===== src/rtl/clk_core_pkg.sv =====
package clk_core_pkg;

  typedef struct packed {
    logic [3:0] hi;
    logic [3:0] lo;
  } bcd_pair_t;

  typedef enum logic {
    SEL_MIN = 1'b0,
    SEL_HR  = 1'b1
  } field_sel_e;

  localparam logic [3:0] BLANK_DIGIT = 4'hF;
  localparam int CHIME_MIN = 59;
  localparam int CHIME_HI_SEC = 59;

  function automatic logic is_pair(bcd_pair_t p, int v);
    return (p.hi == 4'(v / 10)) && (p.lo == 4'(v % 10));
  endfunction

endpackage


===== src/rtl/tick_gen.sv =====
module tick_gen #(
  parameter int DIV = 1024
) (
  input  logic clk_i,
  input  logic rst_ni,
  output logic sec_tick_o,
  output logic blink_on_o,
  output logic tone_lo_o
);
  localparam int CW = $clog2(DIV);

  logic [CW-1:0] cnt_q;
  logic          tone_q;

  assign sec_tick_o = (cnt_q == CW'(DIV - 1));
  assign blink_on_o = (cnt_q < CW'(DIV / 2));
  assign tone_lo_o  = tone_q;

  always_ff @(posedge clk_i or negedge rst_ni) begin
    if (!rst_ni) begin
      cnt_q  <= '0;
      tone_q <= 1'b0;
    end else begin
      cnt_q  <= sec_tick_o ? '0 : cnt_q + 1'b1;
      tone_q <= ~tone_q;
    end
  end
endmodule


===== src/rtl/in_sync.sv =====
module in_sync #(
  parameter int             W         = 3,
  parameter int             STAGES    = 2,
  parameter logic [W-1:0]   EDGE_MASK = '0
) (
  input  logic         clk_i,
  input  logic         rst_ni,
  input  logic [W-1:0] in_i,
  output logic [W-1:0] out_o
);
  for (genvar i = 0; i < W; i++) begin : g_bit
    logic [STAGES-1:0] chain_q;

    always_ff @(posedge clk_i or negedge rst_ni) begin
      if (!rst_ni) chain_q <= '0;
      else         chain_q <= {chain_q[STAGES-2:0], in_i[i]};
    end

    if (EDGE_MASK[i]) begin : g_edge
      logic prev_q;
      always_ff @(posedge clk_i or negedge rst_ni) begin
        if (!rst_ni) prev_q <= 1'b0;
        else         prev_q <= chain_q[STAGES-1];
      end
      assign out_o[i] = chain_q[STAGES-1] & ~prev_q;
    end else begin : g_lvl
      assign out_o[i] = chain_q[STAGES-1];
    end
  end
endmodule


===== src/rtl/bcd_field.sv =====
module bcd_field
  import clk_core_pkg::*;
#(
  parameter int LAST = 59
) (
  input  logic      clk_i,
  input  logic      rst_ni,
  input  logic      step_i,
  output bcd_pair_t val_o,
  output logic      wrap_o
);
  localparam logic [3:0] LAST_HI = 4'(LAST / 10);
  localparam logic [3:0] LAST_LO = 4'(LAST % 10);

  bcd_pair_t q;
  logic      at_last;

  assign at_last = (q.hi == LAST_HI) && (q.lo == LAST_LO);
  assign wrap_o  = step_i && at_last;
  assign val_o   = q;

  always_ff @(posedge clk_i or negedge rst_ni) begin
    if (!rst_ni) begin
      q <= '0;
    end else if (step_i) begin
      if (at_last) begin
        q <= '0;
      end else if (q.lo == 4'd9) begin
        q.lo <= 4'd0;
        q.hi <= q.hi + 4'd1;
      end else begin
        q.lo <= q.lo + 4'd1;
      end
    end
  end
endmodule


===== src/rtl/chime_gen.sv =====
module chime_gen
  import clk_core_pkg::*;
(
  input  logic      clk_i,
  input  bcd_pair_t mn_i,
  input  bcd_pair_t sc_i,
  input  logic      tone_lo_i,
  output logic      tone_o
);
  logic last_min, win_lo, win_hi;

  assign last_min = is_pair(mn_i, CHIME_MIN);
  assign win_lo   = last_min && (is_pair(sc_i, 53) || is_pair(sc_i, 55) || is_pair(sc_i, 57));
  assign win_hi   = last_min && is_pair(sc_i, CHIME_HI_SEC);
  // high pitch is the reference itself, gated by a registered window
  assign tone_o   = (win_lo && tone_lo_i) || (win_hi && clk_i);
endmodule


===== src/rtl/clock_core.sv =====
module clock_core
  import clk_core_pkg::*;
#(
  parameter int DIV         = 1024,
  parameter int SYNC_STAGES = 2
) (
  input  logic        clk_i,
  input  logic        rst_ni,
  input  logic        adj_en_i,
  input  logic        sel_i,
  input  logic        inc_i,
  output logic [23:0] digits_o,
  output logic        tone_o
);
  logic [2:0] btn_sync;
  logic       adj_q, sel_rise, inc_rise;
  logic       sec_tick, blink_on, tone_lo;
  logic       sec_wrap, min_wrap, hr_wrap;
  logic       min_man, hr_man, min_step, hr_step;
  field_sel_e field_sel_q;
  bcd_pair_t  hr_val, mn_val, sc_val, hr_disp, mn_disp;

  in_sync #(
    .W        (3),
    .STAGES   (SYNC_STAGES),
    .EDGE_MASK(3'b110)
  ) i_sync (
    .clk_i (clk_i),
    .rst_ni(rst_ni),
    .in_i  ({inc_i, sel_i, adj_en_i}),
    .out_o (btn_sync)
  );
  assign adj_q    = btn_sync[0];
  assign sel_rise = btn_sync[1];
  assign inc_rise = btn_sync[2];

  tick_gen #(.DIV(DIV)) i_tick (
    .clk_i     (clk_i),
    .rst_ni    (rst_ni),
    .sec_tick_o(sec_tick),
    .blink_on_o(blink_on),
    .tone_lo_o (tone_lo)
  );

  always_ff @(posedge clk_i or negedge rst_ni) begin
    if (!rst_ni)                field_sel_q <= SEL_MIN;
    else if (adj_q && sel_rise) field_sel_q <= (field_sel_q == SEL_MIN) ? SEL_HR : SEL_MIN;
  end

  assign min_man  = adj_q && (field_sel_q == SEL_MIN);
  assign hr_man   = adj_q && (field_sel_q == SEL_HR);
  assign min_step = min_man ? inc_rise : sec_wrap;
  // manual rollover of minutes never carries
  assign hr_step  = hr_man ? inc_rise : (min_wrap && !min_man);

  bcd_field #(.LAST(59)) i_sec (
    .clk_i(clk_i), .rst_ni(rst_ni), .step_i(sec_tick), .val_o(sc_val), .wrap_o(sec_wrap)
  );
  bcd_field #(.LAST(59)) i_min (
    .clk_i(clk_i), .rst_ni(rst_ni), .step_i(min_step), .val_o(mn_val), .wrap_o(min_wrap)
  );
  bcd_field #(.LAST(23)) i_hr (
    .clk_i(clk_i), .rst_ni(rst_ni), .step_i(hr_step), .val_o(hr_val), .wrap_o(hr_wrap)
  );

  always_comb begin
    hr_disp = hr_val;
    mn_disp = mn_val;
    if (!blink_on) begin
      if (hr_man)  hr_disp = {BLANK_DIGIT, BLANK_DIGIT};
      if (min_man) mn_disp = {BLANK_DIGIT, BLANK_DIGIT};
    end
  end

  assign digits_o = {hr_disp, mn_disp, sc_val};

  chime_gen i_chime (
    .clk_i    (clk_i),
    .mn_i     (mn_val),
    .sc_i     (sc_val),
    .tone_lo_i(tone_lo),
    .tone_o   (tone_o)
  );

  logic unused_hr_wrap;
  assign unused_hr_wrap = hr_wrap;
endmodule


===== config.mk =====
export PLATFORM = sky130hd
export DESIGN_NAME = clock_core
export DESIGN_NICKNAME = d
export VERILOG_FILES = /design/src/rtl/clk_core_pkg.sv /design/src/rtl/tick_gen.sv /design/src/rtl/in_sync.sv /design/src/rtl/bcd_field.sv /design/src/rtl/chime_gen.sv /design/src/rtl/clock_core.sv
export SDC_FILE = /design/constraint.sdc
export NUM_CORES = 1
export LEC_CHECK = 0
export ABC_AREA = 1
export BUFFER_PORTS_ARGS = -buffer_cell sky130_fd_sc_hd__buf_2
export CAP_MARGIN = 0
export CORE_ASPECT_RATIO = 1.5
export CORE_MARGIN = 2
export CORE_UTILIZATION = 55
export CTS_CLUSTER_SIZE = 10
export DETAILED_ROUTE_END_ITERATION = 6
export GPL_TIMING_DRIVEN = 1
export PLACE_DENSITY = 0.83
export SETUP_SLACK_MARGIN = 0.2
export SYNTH_ARGS = -nofsm -noshare
export SYNTH_HDL_FRONTEND = slang
export SYNTH_SLANG_ARGS = --single-unit

===== constraint.sdc =====
create_clock -name clk_i -period 2.6 [get_ports clk_i]
set_input_delay 0.13 -clock clk_i [delete_from_list [all_inputs] [get_ports clk_i]]
set_output_delay 0.13 -clock clk_i [all_outputs]
set_load 0.005 [all_outputs]

==> flow_metrics.py <==
metrics = {
    "layout": {
        "post-route-cell-area_mm2": 0.002710,
        "nets": 335,
        "diodes": 0,
        "syn_to_final_growth_pct": 15.46,
        "drive_above_1_share_pct": 17.30,
        "fill_cells": 341,
    },
    "hold_path": {
        "hold_start": "i_sync.g_bit[0].chain_q[0]$_DFF_PN0_",
        "hold_depth": 0,
        "hold_end": "i_sync.g_bit[0].chain_q[1]$_DFF_PN0_",
        "holdCritPathClass": "flip-flop to flip-flop",
    },
    "synth": {
        "synth_fa_ha_area_share_pct": 6.930,
        "netlist_area_mm2": 0.002347,
        "syn_avg_cell_area_um2": 8.535,
        "synthTopCellsByArea": "dfrtp_1, nand2_1, inv_1",
        "synth-edff-count": 0,
        "ys_seq_area_share_pct": 46.91,
        "synth_flop_cell": "dfrtp_1",
        "synth_most_common_cell": "nand2_1",
        "synth-seq-cells": 44,
        "synth_top_family_by_area": "simple AND/OR/NAND/NOR gates",
        "syn_inst": 275,
        "synth_cell_types": 28,
        "synth_warnings": 0,
        "synthXorXnorAreaFrac_pct": 4.851,
        "synth_top_area_cell": "dfrtp_1",
        "postSynthNetCount": 293,
        "async_reset_ff_share_pct": 100.0,
        "synth_simple_gate_area_share_pct": 27.08,
        "synth.area.mux_share_pct": 0,
        "synth_commonest_cells": "nand2_1, dfrtp_1, inv_1",
        "synth.top_cell.area_share_pct": 46.91,
        "synth-compound-area-share_pct": 6.716,
    },
    "route": {
        "drc": 0,
        "dr.pass1.iters": 4,
        "dr.first_iter.drc_count": 53,
        "viasPerCell": 5.088,
        "wl_per_cell_um": 11.85,
        "postRouteAntennaNets": 0,
        "vias": 1852,
        "totalWireLength_um": 4313,
    },
    "grt": {
        "grt_max_degree": 45,
        "antenna_found_initial": 0,
        "grt-ovfl-total": 0,
        "grt_pass1_vias": 1848,
        "grt_usage_pct": 20.13,
        "grt_first_pass_wirelength_um": 7541,
    },
    "timing": {
        "hold_violations": 0,
        "tightestPinTransition_ns": 0.9468,
        "fin_skew_ns": 0.007091,
        "relSlewSlack_pct": 36.88,
        "fin_crit_ns": 2.095,
        "drv_slew": 0,
        "fmax_mhz": 477.3,
        "rsz0062_at_grt": "false",
        "fin_crit_sh_pct": 80.58,
        "setup_viol": 0,
        "fin_setup_tns_ns": 0,
    },
    "die": {
        "coreArea_mm2": 0.004173,
        "start_util_pct": 56.25,
        "rows": 29,
        "die-width_um": 57.34,
        "die-area_mm2": 0.004817,
        "ios": 30,
        "chipHeight_um": 84.01,
    },
    "power": {
        "p_leak_nw": 1.528,
        "peakVddDrop_mv": 0.4824,
        "p_per_area_mw_per_mm2": 609.2,
    },
    "setup_path": {
        "reg2reg_to": "i_hr.val_o[4]$_DFFE_PN0P_",
        "path_max_fanout": 4,
        "worstPathRequired_ns": 2.47,
        "crit_type": "flip-flop to primary output",
        "endpoint_kind": "primary output",
        "crit_arrival_ns": 1.97,
        "reg2reg_depth": 11,
        "r2r_start": "i_min.val_o[1]$_DFFE_PN0P_",
        "r2r_slack_ns": 0.78,
        "startpoint_type": "flip-flop",
    },
    "clock_network": {
        "holdBufCountCts": 4,
        "cts_resized": 0,
        "clkTransAtPathRegs_ns": 0.08,
        "clk_latency_ns": 0.40,
        "post_cts_buffers": 0,
        "cts_tree": "done",
    },
    "flow_run": {
        "drv_cap": 0,
    },
    "placement": {
        "port_buffers": 29,
        "dp_hpwl_um": 3188,
        "gp_congestion": 0.8210,
        "place_area_mm2": 0.002539,
    },
    "run_status": {
        "outcome": "complete, no violations",
    },
}
## power breakdown
| part | leakage, nW | total [mW] | internal (mW) | switching, mW |
|---|---|---|---|---|
| clock | 0.0731 | 0.550 | 0.314 | 0.236 |
| combinational | 0.888 | 0.288 | 0.128 | 0.160 |
| sequential | 0.567 | 0.813 | 0.746 | 0.0668 |
## final cells by class
type	instances	area, um^2	area share, %
Timing Repair Buffer	32	180.2	6.648
Clock buffer	12	136.4	5.032
Multi-Input combinational cell	186	1070	39.47
Tap cell	46	57.56	2.124
Sequential cell	44	1101	40.63
Inverter	44	165.2	6.094
## cell families (layout without fill, tap and decap cells)
group	count (synthesis)	after routing
adder cells (fa/ha/maj)	13	13
buffers and inverters	45	88
AO/OA/AOI/OAI	27	27
AND/OR/NAND/NOR	133	133
XOR/XNOR	13	13
flip-flops	44	44
## placed cells by master (no fill, tap or decap), drive strengths merged
cell type,Yosys,routed
nand2,74,74
inv,44,44
dfrtp,44,44
buf,1,29
nand3,26,26
nor2,22,22
o21ai,14,14
ha,13,13
xor2,11,11
clkbuf,0,11
a21oi,8,8
dlygate4sd3,0,4
nor3,3,3
xnor2,2,2
or2,2,2
o31ai,2,2
o22ai,2,2
nand4,2,2
nor4,1,1
a31o,1,1
and3,1,1
nand3b,1,1
nor3b,1,1
## worst max-delay path by stage
stage	start	to	slack [ns]
finish	i_sec.val_o[1]$_DFFE_PN0N_	tone_o	0.50
global route	i_sec.val_o[1]$_DFFE_PN0N_	tone_o	0.36
CTS	i_sec.val_o[1]$_DFFE_PN0N_	tone_o	0.45
detailed placement	i_min.val_o[1]$_DFFE_PN0P_	i_hr.val_o[4]$_DFFE_PN0P_	0.77
global placement	i_min.val_o[1]$_DFFE_PN0P_	i_hr.val_o[7]$_DFFE_PN0P_	0.88
floorplan	clk_i	tone_o	1.07
## metal layers
layer  up-vias  GRT usage (%)  part of all wire (%)
li1        944              -                     -
met2        32          34.50                    54
met4         0          11.42                   3.3
met3        15          5.581                   2.8
met5         -              0                     0
met1       861          21.44                    40
## worst max-delay path: stages (launching register included)
cell	delay, ns
dfrtp_1	0.41
inv_1	0.09
ha_1	0.16
nand2_1	0.05
nor2_1	0.15
inv_1	0.15
nor2_1	0.21
nand2_1	0.08
a21oi_1	0.14
buf_2	0.13
## state kept, by name, summed over array words and instances (netlist names)
name	count
field_sel_q	1
i_hr.val_o	8
i_min.val_o	8
i_sec.val_o	8
i_sync.g_bit.chain_q	6
i_sync.g_bit.g_edge.prev_q	2
i_tick.cnt_q	10
i_tick.tone_lo_o	1
## per-stage QoR
| step | worst slack [ns] | cells | hold WS, ns | util, % | power [mW] |
|---|---|---|---|---|---|
| after floorplan | 1.066 | 275 | -0.1656 | - | 1.007 |
| after global placement | 0.8826 | 349 | 0.2391 | 60.84 | 1.101 |
| after detailed placement | 0.7746 | 349 | 0.2406 | 60.84 | 1.115 |
| after CTS | 0.4533 | 364 | 0.3535 | 64.95 | 1.676 |
| after global routing | 0.3605 | 364 | 0.3711 | 64.95 | 1.761 |
| final | 0.5048 | 364 | 0.3521 | 64.95 | 1.651 |
(Power assumes the default switching activity.)
